## config.mk

```make
export PLATFORM = sky130hd
export DESIGN_NAME = cfg_key_port
export DESIGN_NICKNAME = d
export VERILOG_FILES = /design/src/rtl/cfg_key_pkg.sv /design/src/rtl/cfg_index_port.sv /design/src/rtl/cfg_dev_bank.sv /design/src/rtl/cfg_key_port.sv
export SDC_FILE = /design/constraint.sdc
export NUM_CORES = 1
export LEC_CHECK = 0
export ABC_AREA = 0
export BUFFER_PORTS_ARGS = -buffer_cell sky130_fd_sc_hd__buf_4
export CORE_ASPECT_RATIO = 1.25
export CORE_MARGIN = 5
export CORE_UTILIZATION = 58
export CTS_CLUSTER_SIZE = 28
export DETAILED_ROUTE_END_ITERATION = 8
export PLACE_DENSITY = 0.77
export SLEW_MARGIN = 15
export SYNTH_ARGS = -nofsm -noshare
export SYNTH_HDL_FRONTEND = slang
export SYNTH_HIERARCHICAL = 1
export SYNTH_SLANG_ARGS = --single-unit
```

## constraint.sdc

```tcl
create_clock -name clk -period 3.34 [get_ports clk]
set_input_delay 0.501 -clock clk [delete_from_list [all_inputs] [get_ports clk]]
set_output_delay 0.501 -clock clk [all_outputs]
set_load 0.02 [all_outputs]
```

## src/rtl/cfg_key_pkg.sv

```systemverilog
// Package: shared constants, lock states and reset values for the keyed
// configuration port. Assumes 8-bit registers and a 1-bit port address.
package cfg_key_pkg;

    localparam logic [7:0] EXIT_CODE   = 8'hAA;
    localparam logic [7:0] IDX_DEVSEL  = 8'h07;
    localparam logic [7:0] IDX_CHIP_LO = 8'h20;
    localparam logic [7:0] IDX_CHIP_HI = 8'h21;
    localparam logic [7:0] IDX_VEND_A  = 8'h23;
    localparam logic [7:0] IDX_VEND_B  = 8'h24;
    localparam logic [7:0] VEND_A_VAL  = 8'h19;
    localparam logic [7:0] VEND_B_VAL  = 8'h34;
    localparam logic [7:0] IDX_BASE_HI = 8'h60;
    localparam logic [7:0] IDX_BASE_LO = 8'h61;
    localparam logic [7:0] IDX_IRQ     = 8'h70;
    localparam logic [7:0] IDX_LINE    = 8'hF0;
    localparam logic [7:0] IDX_FIFO    = 8'hF6;
    localparam logic [7:0] LOCKED_READ = 8'hFF;

    typedef enum logic [1:0] {
        KS_LOCKED = 2'd0,
        KS_HALF   = 2'd1,
        KS_OPEN   = 2'd2
    } key_state_t;

    // Default I/O base of a device: steps down 0x100 on odd numbers, 0x10 per pair.
    function automatic logic [15:0] default_base(input int dev);
        logic [15:0] b;
        b = 16'h03F8;
        if ((dev % 2) == 1) b = b - 16'h0100;
        if (((dev / 2) % 2) == 1) b = b - 16'h0010;
        return b;
    endfunction

endpackage

```

## src/rtl/cfg_index_port.sv

```systemverilog
// Index port and key lock: tracks the two-in-a-row enter key, the exit code
// and the index register. Assumes idx_wr is high only for offset-0 writes.
module cfg_index_port
    import cfg_key_pkg::*;
#(
    parameter logic [7:0] ENTER_KEY = 8'h77
) (
    input  logic       clk,
    input  logic       rst_n,
    input  logic       idx_wr,
    input  logic [7:0] wdata,
    output logic       unlocked,
    output logic [7:0] idx_q
);

    key_state_t state_q;

    // Lock state machine: key, key opens; a broken pair restarts; exit relocks.
    always_ff @(posedge clk) begin
        if (!rst_n) begin
            state_q <= KS_LOCKED;
        end else if (idx_wr) begin
            unique case (state_q)
                KS_LOCKED: state_q <= (wdata == ENTER_KEY) ? KS_HALF : KS_LOCKED;
                KS_HALF:   state_q <= (wdata == ENTER_KEY) ? KS_OPEN : KS_LOCKED;
                KS_OPEN:   state_q <= (wdata == EXIT_CODE) ? KS_LOCKED : KS_OPEN;
                default:   state_q <= KS_LOCKED;
            endcase
        end
    end

    // Index register: loaded by unlocked index writes other than the exit code.
    always_ff @(posedge clk) begin
        if (!rst_n) begin
            idx_q <= 8'h00;
        end else if (idx_wr && state_q == KS_OPEN && wdata != EXIT_CODE) begin
            idx_q <= wdata;
        end
    end

    assign unlocked = (state_q == KS_OPEN);

    // unlocking always follows an index write of the key
    a_r2_open_after_key: assert property (@(posedge clk) disable iff (!rst_n)
        $rose(unlocked) |-> $past(idx_wr && wdata == ENTER_KEY));

    // the exit code always relocks
    a_r3_exit_relocks: assert property (@(posedge clk) disable iff (!rst_n)
        (unlocked && idx_wr && wdata == EXIT_CODE) |=> !unlocked);

    // exit code leaves the index untouched
    a_r3_exit_keeps_index: assert property (@(posedge clk) disable iff (!rst_n)
        (unlocked && idx_wr && wdata == EXIT_CODE) |=> $stable(idx_q));

endmodule

```

## src/rtl/cfg_dev_bank.sv

```systemverilog
// One logical device's register bank: I/O base, interrupt mode, RS485 line
// control and FIFO control. Assumes wr_en is already qualified by unlock and
// device select; read data is combinational for the current index.
module cfg_dev_bank
    import cfg_key_pkg::*;
#(
    parameter int DEV_NUM = 0
) (
    input  logic       clk,
    input  logic       rst_n,
    input  logic       wr_en,
    input  logic [7:0] idx,
    input  logic [7:0] wdata,
    output logic [7:0] rdata
);

    localparam logic [15:0] BASE_RST = default_base(DEV_NUM);

    logic [15:0] base_q;
    logic [2:0]  irq_q;
    logic [3:0]  line_q;
    logic [1:0]  fifo_size_q;
    logic [1:0]  fifo_thr_q;

    // Register writes: each field keeps only its defined bits.
    always_ff @(posedge clk) begin
        if (!rst_n) begin
            base_q      <= BASE_RST;
            irq_q       <= '0;
            line_q      <= '0;
            fifo_size_q <= '0;
            fifo_thr_q  <= '0;
        end else if (wr_en) begin
            unique case (idx)
                IDX_BASE_HI: base_q[15:8] <= wdata;
                IDX_BASE_LO: base_q[7:0]  <= wdata;
                IDX_IRQ:     irq_q        <= wdata[6:4];
                IDX_LINE:    line_q       <= wdata[5:2];
                IDX_FIFO: begin
                    fifo_size_q <= wdata[1:0];
                    fifo_thr_q  <= wdata[5:4];
                end
                default: ;
            endcase
        end
    end

    // Read mux: undefined bits and unmapped indexes read as zero.
    always_comb begin
        unique case (idx)
            IDX_BASE_HI: rdata = base_q[15:8];
            IDX_BASE_LO: rdata = base_q[7:0];
            IDX_IRQ:     rdata = {1'b0, irq_q, 4'b0000};
            IDX_LINE:    rdata = {2'b00, line_q, 2'b00};
            IDX_FIFO:    rdata = {2'b00, fifo_thr_q, 2'b00, fifo_size_q};
            default:     rdata = 8'h00;
        endcase
    end

    // the base only moves on a write to one of its two indexes
    a_r8_base_hold: assert property (@(posedge clk) disable iff (!rst_n)
        !(wr_en && (idx == IDX_BASE_HI || idx == IDX_BASE_LO)) |=> $stable(base_q));

    // a line-control write lands the written bits
    a_r10_line_write: assert property (@(posedge clk) disable iff (!rst_n)
        (wr_en && idx == IDX_LINE) |=> line_q == $past(wdata[5:2]));

    // the interrupt mode only moves on a write to its index
    a_r9_irq_hold: assert property (@(posedge clk) disable iff (!rst_n)
        !(wr_en && idx == IDX_IRQ) |=> $stable(irq_q));

endmodule

```

## src/rtl/cfg_key_port.sv

```systemverilog
// Top: keyed two-byte configuration window. Combines the index/lock logic,
// the device select, fixed identification bytes and one bank per device.
// Assumes at most one of bus_wr/bus_rd per cycle and single-cycle strobes.
module cfg_key_port
    import cfg_key_pkg::*;
#(
    parameter logic [7:0]  ENTER_KEY = 8'h77,
    parameter logic [15:0] CHIP_ID   = 16'h1602,
    parameter int          NUM_DEV   = 4
) (
    input  logic       clk,
    input  logic       rst_n,
    input  logic       bus_wr,
    input  logic       bus_rd,
    input  logic       bus_addr,
    input  logic [7:0] bus_wdata,
    output logic [7:0] bus_rdata
);

    localparam int DEV_W = (NUM_DEV > 1) ? $clog2(NUM_DEV) : 1;

    logic             unlocked;
    logic [7:0]       idx_q;
    logic [DEV_W-1:0] devsel_q;
    logic             data_wr;
    logic [7:0]       bank_rdata [NUM_DEV];
    logic [7:0]       data_rd;

    cfg_index_port #(.ENTER_KEY(ENTER_KEY)) i_index (
        .clk      (clk),
        .rst_n    (rst_n),
        .idx_wr   (bus_wr && !bus_addr),
        .wdata    (bus_wdata),
        .unlocked (unlocked),
        .idx_q    (idx_q)
    );

    assign data_wr = bus_wr && bus_addr && unlocked;

    // Device select: low bits of an unlocked write to its index.
    always_ff @(posedge clk) begin
        if (!rst_n) begin
            devsel_q <= '0;
        end else if (data_wr && idx_q == IDX_DEVSEL) begin
            devsel_q <= bus_wdata[DEV_W-1:0];
        end
    end

    for (genvar d = 0; d < NUM_DEV; d++) begin : g_bank
        cfg_dev_bank #(.DEV_NUM(d)) i_bank (
            .clk   (clk),
            .rst_n (rst_n),
            .wr_en (data_wr && devsel_q == DEV_W'(d)),
            .idx   (idx_q),
            .wdata (bus_wdata),
            .rdata (bank_rdata[d])
        );
    end

    // Data-port read: global registers first, the selected bank otherwise.
    always_comb begin
        unique case (idx_q)
            IDX_DEVSEL:  data_rd = 8'(devsel_q);
            IDX_CHIP_LO: data_rd = CHIP_ID[7:0];
            IDX_CHIP_HI: data_rd = CHIP_ID[15:8];
            IDX_VEND_A:  data_rd = VEND_A_VAL;
            IDX_VEND_B:  data_rd = VEND_B_VAL;
            default:     data_rd = (idx_q >= IDX_BASE_HI) ? bank_rdata[devsel_q] : 8'h00;
        endcase
    end

    // Port read: zero when idle, all ones when locked.
    always_comb begin
        if (!bus_rd)        bus_rdata = 8'h00;
        else if (!unlocked) bus_rdata = LOCKED_READ;
        else if (!bus_addr) bus_rdata = idx_q;
        else                bus_rdata = data_rd;
    end

    // locked reads return all ones
    a_r4_locked_read: assert property (@(posedge clk) disable iff (!rst_n)
        (!unlocked && bus_rd) |-> bus_rdata == LOCKED_READ);

    // the device select cannot move while locked
    a_r4_locked_devsel: assert property (@(posedge clk) disable iff (!rst_n)
        !unlocked |=> $stable(devsel_q));

    // idle bus reads zero
    a_r5_idle_zero: assert property (@(posedge clk) disable iff (!rst_n)
        !bus_rd |-> bus_rdata == 8'h00);

endmodule

```

==> flow_summary.yaml, run 1 <==
pwr:
  pwr-share-comb: 0.037
  total_power_mw: 3.35
  powerDensity_nw_per_um2: 442
  netSwitchingFraction: 0.221
  switching_power_mw: 0.739
  internal-power_mw: 2.61
  ir_drop_mv: 0.273
  leakage_nw: 3.17
  power_frac_seq: 0.427
  pwr-share-clk: 0.536
layout:
  syn_to_final_growth_pct: 15.8
  layout_common_cells: "142 x nand2_1, 113 x dfxtp_1, 100 x mux2i_1"
  drive_gt1_frac: 0.173
  layout_commonest_cell: "nand2_1"
  final_cells: 899
  antenna_cells: 0
  nNetsFinal: 766
place:
  port-buffer-count: 20
  dp.final_hpwl_mm: 12.8
  place.gp.congestion: 0.963
  dp_cells: 863
synth:
  synth_top_family_by_area: "simple AND/OR/NAND/NOR gates"
  syn_area_per_cell_um2: 9.05
  synth_fp_nets: 735
  synth_edf_count: 0
  ys_types: 54
  muxShareOfSynthArea: 0.194
  ys_seq_elements: 120
  synth_area_um2: 6540
  yosysWarnings: 6
  synth_xor_area_frac: 0.00134
  syn_inst: 722
  synthAdderAreaFrac: 0
  synth_compound_area_frac: 0.133
  yosysSeqAreaShare: 0.368
  async_flop_share: 0
  synth-simple-area-share: 0.242
  ys.flop_type: "dfxtp_1"
clock_tree:
  cts_buffers: 17
  cts_tree: "done"
  h-tree-depth: 4
  clk_latency_ns: 0.42
  clock_sinks: 120
  cts_hold_buf: 0
  cts.clk_slew.worst_paths_ns: 0.05
  clock-root-buffer: "clkbuf_16"
  clockBufferDepth: 2
die:
  die_x_um: 105
  dieArea_um2: 13500
  die_y_um: 129
  core_um2: 11100
  start_util: 0.590
  num_rows: 43
  io_pins: 21
critical_path:
  crit_arrival_ns: 2.82
  r2r-start: "i_index/state_q[1]"
  cp_slowest_cell: "nor3_1"
  required_ns: 2.84
  path_delay_family: "simple AND/OR/NAND/NOR gates"
  startpoint: "i_index/idx_q[0]"
  crit_path_end_kind: "output port"
  crit_top_cell: "buf_4"
  cp_max_fo: 19
  max_stage_delay_ns: 0.54
  path_cells: "buf_4 > nand4bb_1 > nor3_1 > a221o_1 > mux4_2 > a211oi_1 > a21oi_1 > buf_4"
  critPathBufInv: 2
  startpoint_type: "flip-flop"
  critPathKind: "reg2out"
grt:
  grt_max_degree: 93
  antenna_found_initial: 0
  grt_pass1_wl_mm: 30.2
  grt-ovfl-total: 0
  track_usage: 0.280
  grt_pass1_vias: 5803
detailed_routing:
  via_per_inst: 6.76
  wl_mm: 19.1
  dr.pass1.iters: 7
  drtIter0Drc: 502
  vias: 6076
  drc: 0
  detail-route-antenna-nets: 0
  wl_per_cell_um: 21.2
timing:
  maxSlewViolCount: 0
  slew_headroom: 0.559
  worst_pin_slew_ns: 0.657
  fmax_mhz: 301
  hold_viol: 0
  fin_crit_ns: 3.33
  setup_violations: 0
  layout_worst_path_cycle_share: 0.996
  finalClockSkew_ns: 0.00784
  rsz0062_at_grt: "true"
min_path:
  hp-class: "in2reg"
  min_from: "bus_wdata[2]"
flow_run:
  maxCapViolCount: 0
outcome:
  outcome: "finished clean"
-- flip-flops by register name, summed over array words and instances (netlist names) --
name	flops
g_bank.i_bank/base_q	64
g_bank.i_bank/line_q	16
g_bank.i_bank/irq_q	12
g_bank.i_bank/fifo_size_q	8
g_bank.i_bank/fifo_thr_q	8
i_index/idx_q	8
devsel_q	2
i_index/state_q	2
-- worst reg2reg max path: cells and delay by family, from the launching register on --
family	cells	cell delay, ns
mux	1	0.20
simple gates	5	1.82
flops	1	0.33
buf+inv	1	0.18
-- cell families (layout without fill, tap and decap cells) --
kind of cell,after synthesis,count (layout)
simple gates,293,293
flops,120,120
xor+xnor,1,1
mux,116,116
buf+inv,84,126
compound gates,108,108
-- power groups by stage --
stage	Sequential, mW	Clock (mW)	Combinational, mW
global placement	1.46	0	0.118
finish	1.43	1.79	0.124
CTS	1.43	1.80	0.123
floorplan	1.46	0	0.0639
global route	1.43	1.87	0.134
detailed placement	1.46	0	0.122
-- synth_stat cells, types with 11 or more instances --
cell / n / share of area
dfxtp_1: 120 / 0.37
o31ai_1: 19 / 0.022
clkbuf_1: 27 / 0.016
nor2_1: 11 / 0.0063
mux2i_1: 100 / 0.15
o311ai_0: 18 / 0.024
inv_1: 39 / 0.022
nor3_1: 11 / 0.0084
nand2_1: 142 / 0.082
nand3_1: 21 / 0.016
and4_1: 16 / 0.021
nor2b_1: 11 / 0.011
a221o_1: 16 / 0.025
-- layer usage --
layer / global-route usage / vias up / part of all wire
li1: - / 2750 / -
met1: 0.348 / 2911 / 0.40
met2: 0.451 / 325 / 0.47
met3: 0.0612 / 90 / 0.081
met4: 0.160 / 0 / 0.052
met5: 0 / - / 0
-- metrics by stage --
step	TNS (ns)	instance area, um2	hold slack [ns]	setup WS [ns]	util
floorplan	0	6540	0.432	0.457	-
detailed placement	0	6860	0.450	0.238	0.619
global placement	0	6860	0.440	0.240	0.619
finish	0	7570	0.432	0.0147	0.683
global route	-0.0256	7570	0.429	-0.0131	0.683
CTS	0	7490	0.416	0.00528	0.676
-- area by class of cell --
type / instances / area (um2)
repair buffers: 57 / 478
inverters: 39 / 146
clock buffers: 22 / 474
clock inverters: 8 / 97.6
fillers: 844 / 3510
well taps: 135 / 169
flip-flops and latches: 120 / 2420
multi-input cells: 518 / 3780
-- worst paths after layout --
kind | end | slack (ns) | depth (start not counted)
setup / recovery | bus_rdata[1] | 0.01 | 8
setup reg to reg | g_bank[1].i_bank/base_q[8] | 0.67 | 7
hold / removal | i_index/idx_q[2] | 0.43 | 3
hold reg to reg | g_bank[0].i_bank/irq_q[0] | 0.46 | 2
-- timing repair --
| item | in CTS | in global routing |
|---|---|---|
| pin swaps | 1 | 2 |
| cloned | 1 | 0 |
| gates resized for setup | 10 | 12 |
| buffers inserted | 0 | 5 |
| setup endpoints to repair | 5 | 7 |
(Power assumes the default switching activity.)
==> run 2: changes to the inputs <==
--- a/config.mk
+++ b/config.mk
@@ -7,7 +7,7 @@
 export LEC_CHECK = 0
 export ABC_AREA = 0
 export BUFFER_PORTS_ARGS = -buffer_cell sky130_fd_sc_hd__buf_4
-export CORE_ASPECT_RATIO = 1.25
+export CORE_ASPECT_RATIO = 0.6
 export CORE_MARGIN = 5
 export CORE_UTILIZATION = 58
 export CTS_CLUSTER_SIZE = 28
==> flow_summary.yaml, run 2 (synthesis gave the netlist of run 1 again) <==
die:
  start_util: 0.586
  die_x_um: 147
  io_pins: 21
  num_rows: 30
  core_um2: 11100
  dieArea_um2: 13600
  die_y_um: 92.2
critical_path:
  crit_arrival_ns: 2.80
  cp_max_fo: 19
  path_delay_family: "compound AO/OA/AOI/OAI gates"
  path_cells: "buf_6 > nor4bb_2 > buf_4 > nand2_1 > o32ai_1 > mux4_2 > a31oi_1 > a21oi_1 > buf_4"
  max_stage_delay_ns: 0.40
  crit_path_end_kind: "output port"
  critPathBufInv: 3
  required_ns: 2.84
  critPathKind: "reg2out"
  crit_top_cell: "buf_4"
  cp_slowest_cell: "o32ai_1"
  startpoint_type: "flip-flop"
timing:
  setup_violations: 0
  worst_pin_slew_ns: 0.687
  fin_crit_ns: 3.30
  maxSlewViolCount: 0
  hold_viol: 0
  fin_hold_ws_ns: 0.426
  layout_worst_path_cycle_share: 0.989
  slew_headroom: 0.542
  rsz0062_at_grt: "true"
  tns_ns: 0
  finalClockSkew_ns: 0.00560
  fmax_mhz: 303
clock_tree:
  cts_hold_buf: 0
  cts_tree: "done"
  clk_latency_ns: 0.42
  cts_buffers: 17
  clock-root-buffer: "clkbuf_16"
  cts.clk_slew.worst_paths_ns: 0.05
  h-tree-depth: 4
  clock_sinks: 120
  clockBufferDepth: 2
layout:
  layout_commonest_cell: "nand2_1"
  layout_common_cells: "142 x nand2_1, 113 x dfxtp_1, 100 x mux2i_1"
  final_area_um2: 7630
  utilization: 0.685
  n_fill_cell: 844
  largest_register_ffs: 64
  nNetsFinal: 764
  seq_area_um2: 2430
  largest-register: "g_bank.i_bank/base_q"
  reg_top3: "g_bank.i_bank/base_q (64), g_bank.i_bank/line_q (16), g_bank.i_bank/irq_q (12)"
  drive_gt1_frac: 0.178
  multi_input_area_um2: 3800
  syn_to_final_growth_pct: 16.8
place:
  dpl_cell_area_um2: 6840
  place.gp.congestion: 1.05
  dp.final_hpwl_mm: 14.0
  port-buffer-count: 20
detailed_routing:
  via_per_inst: 6.66
  drtIter0Drc: 743
  vias: 6051
  drc: 0
  dr.pass1.iters: 6
  detail-route-antenna-nets: 0
  wl_per_cell_um: 22.7
  wl_mm: 20.6
grt:
  gr-usage-met1: 0.425
  gr-usage-met2: 0.455
  grt_pass1_vias: 5729
  grt.busiest_layer: "met2"
  track_usage: 0.302
  antenna_found_initial: 1
  grt_max_degree: 71
  grtUsageMet3: 0.0943
  grt_pass1_wl_mm: 31.8
  grt-ovfl-total: 0
pwr:
  total_power_mw: 3.54
  leakage_nw: 3.19
  ir_drop_mv: 0.336
  powerDensity_nw_per_um2: 464
flow_run:
  maxCapViolCount: 0
outcome:
  outcome: "finished clean"
min_path:
  hp-class: "in2reg"
==> run 2: cell types whose count changed in the layout (fill, tap and decap cells not counted), moves of 2 or more <==
cell,delta
clkinvlp_4,-2
clkinv_4,+4
buf_4,-3
dfxtp_4,+3
bufinv_16,+2
dfxtp_2,-3
clkinv_2,-2
==> run 2: what timing repair did <==
item,CTS,global route
resized for setup,12,20
setup endpoints to repair,8,8
buffers inserted,1,6
pin swaps,3,5
==> run 2: routing by layer <==
metal / up-vias / wire, um
li1: 2737 / -
met1: 2876 / 8840
met2: 384 / 8860
met3: 54 / 2440
met4: 0 / 465
met5: - / 0
==> run 2: cell type report <==
type,count,area share
Sequential cell,120,0.318
Inverter,39,0.0192
Timing Repair Buffer,55,0.0572
Multi-Input combinational cell,518,0.498
Tap cell,144,0.0236
Clock buffer,22,0.0621
Clock inverter,10,0.0220
Antenna cell,1,0.000328
==> run 2: power breakdown <==
part | total [mW] | internal [mW] | switching (mW)
Sequential | 1.43 | 1.43 | 0.0000132
Clock | 1.99 | 1.31 | 0.678
Combinational | 0.126 | 0.0340 | 0.0925
Total | 3.54 | 2.77 | 0.770
==> run 2: final timing paths <==
kind	start	endpoint	slack, ns	cells past startpoint
worst max register to register	devsel_q[0]	g_bank[3].i_bank/base_q[10]	0.41	6
worst min register to register	g_bank[0].i_bank/irq_q[1]	g_bank[0].i_bank/irq_q[1]	0.46	2
worst max-delay path	i_index/idx_q[6]	bus_rdata[6]	0.04	9
worst min-delay path	bus_wdata[2]	i_index/idx_q[2]	0.43	3
==> run 2: worst min-delay path, stage by stage <==
cell and delay [ns]:
buf_4 0.17, nand2_1 0.07, mux2i_1 0.06
==> run 2: through the flow <==
step	setup slack (ns)	instances
after global placement	0.207	869
after detailed placement	0.220	869
final	0.0368	909
after CTS	-0.0183	902
after floorplan	0.457	722
after global routing	-0.0164	908
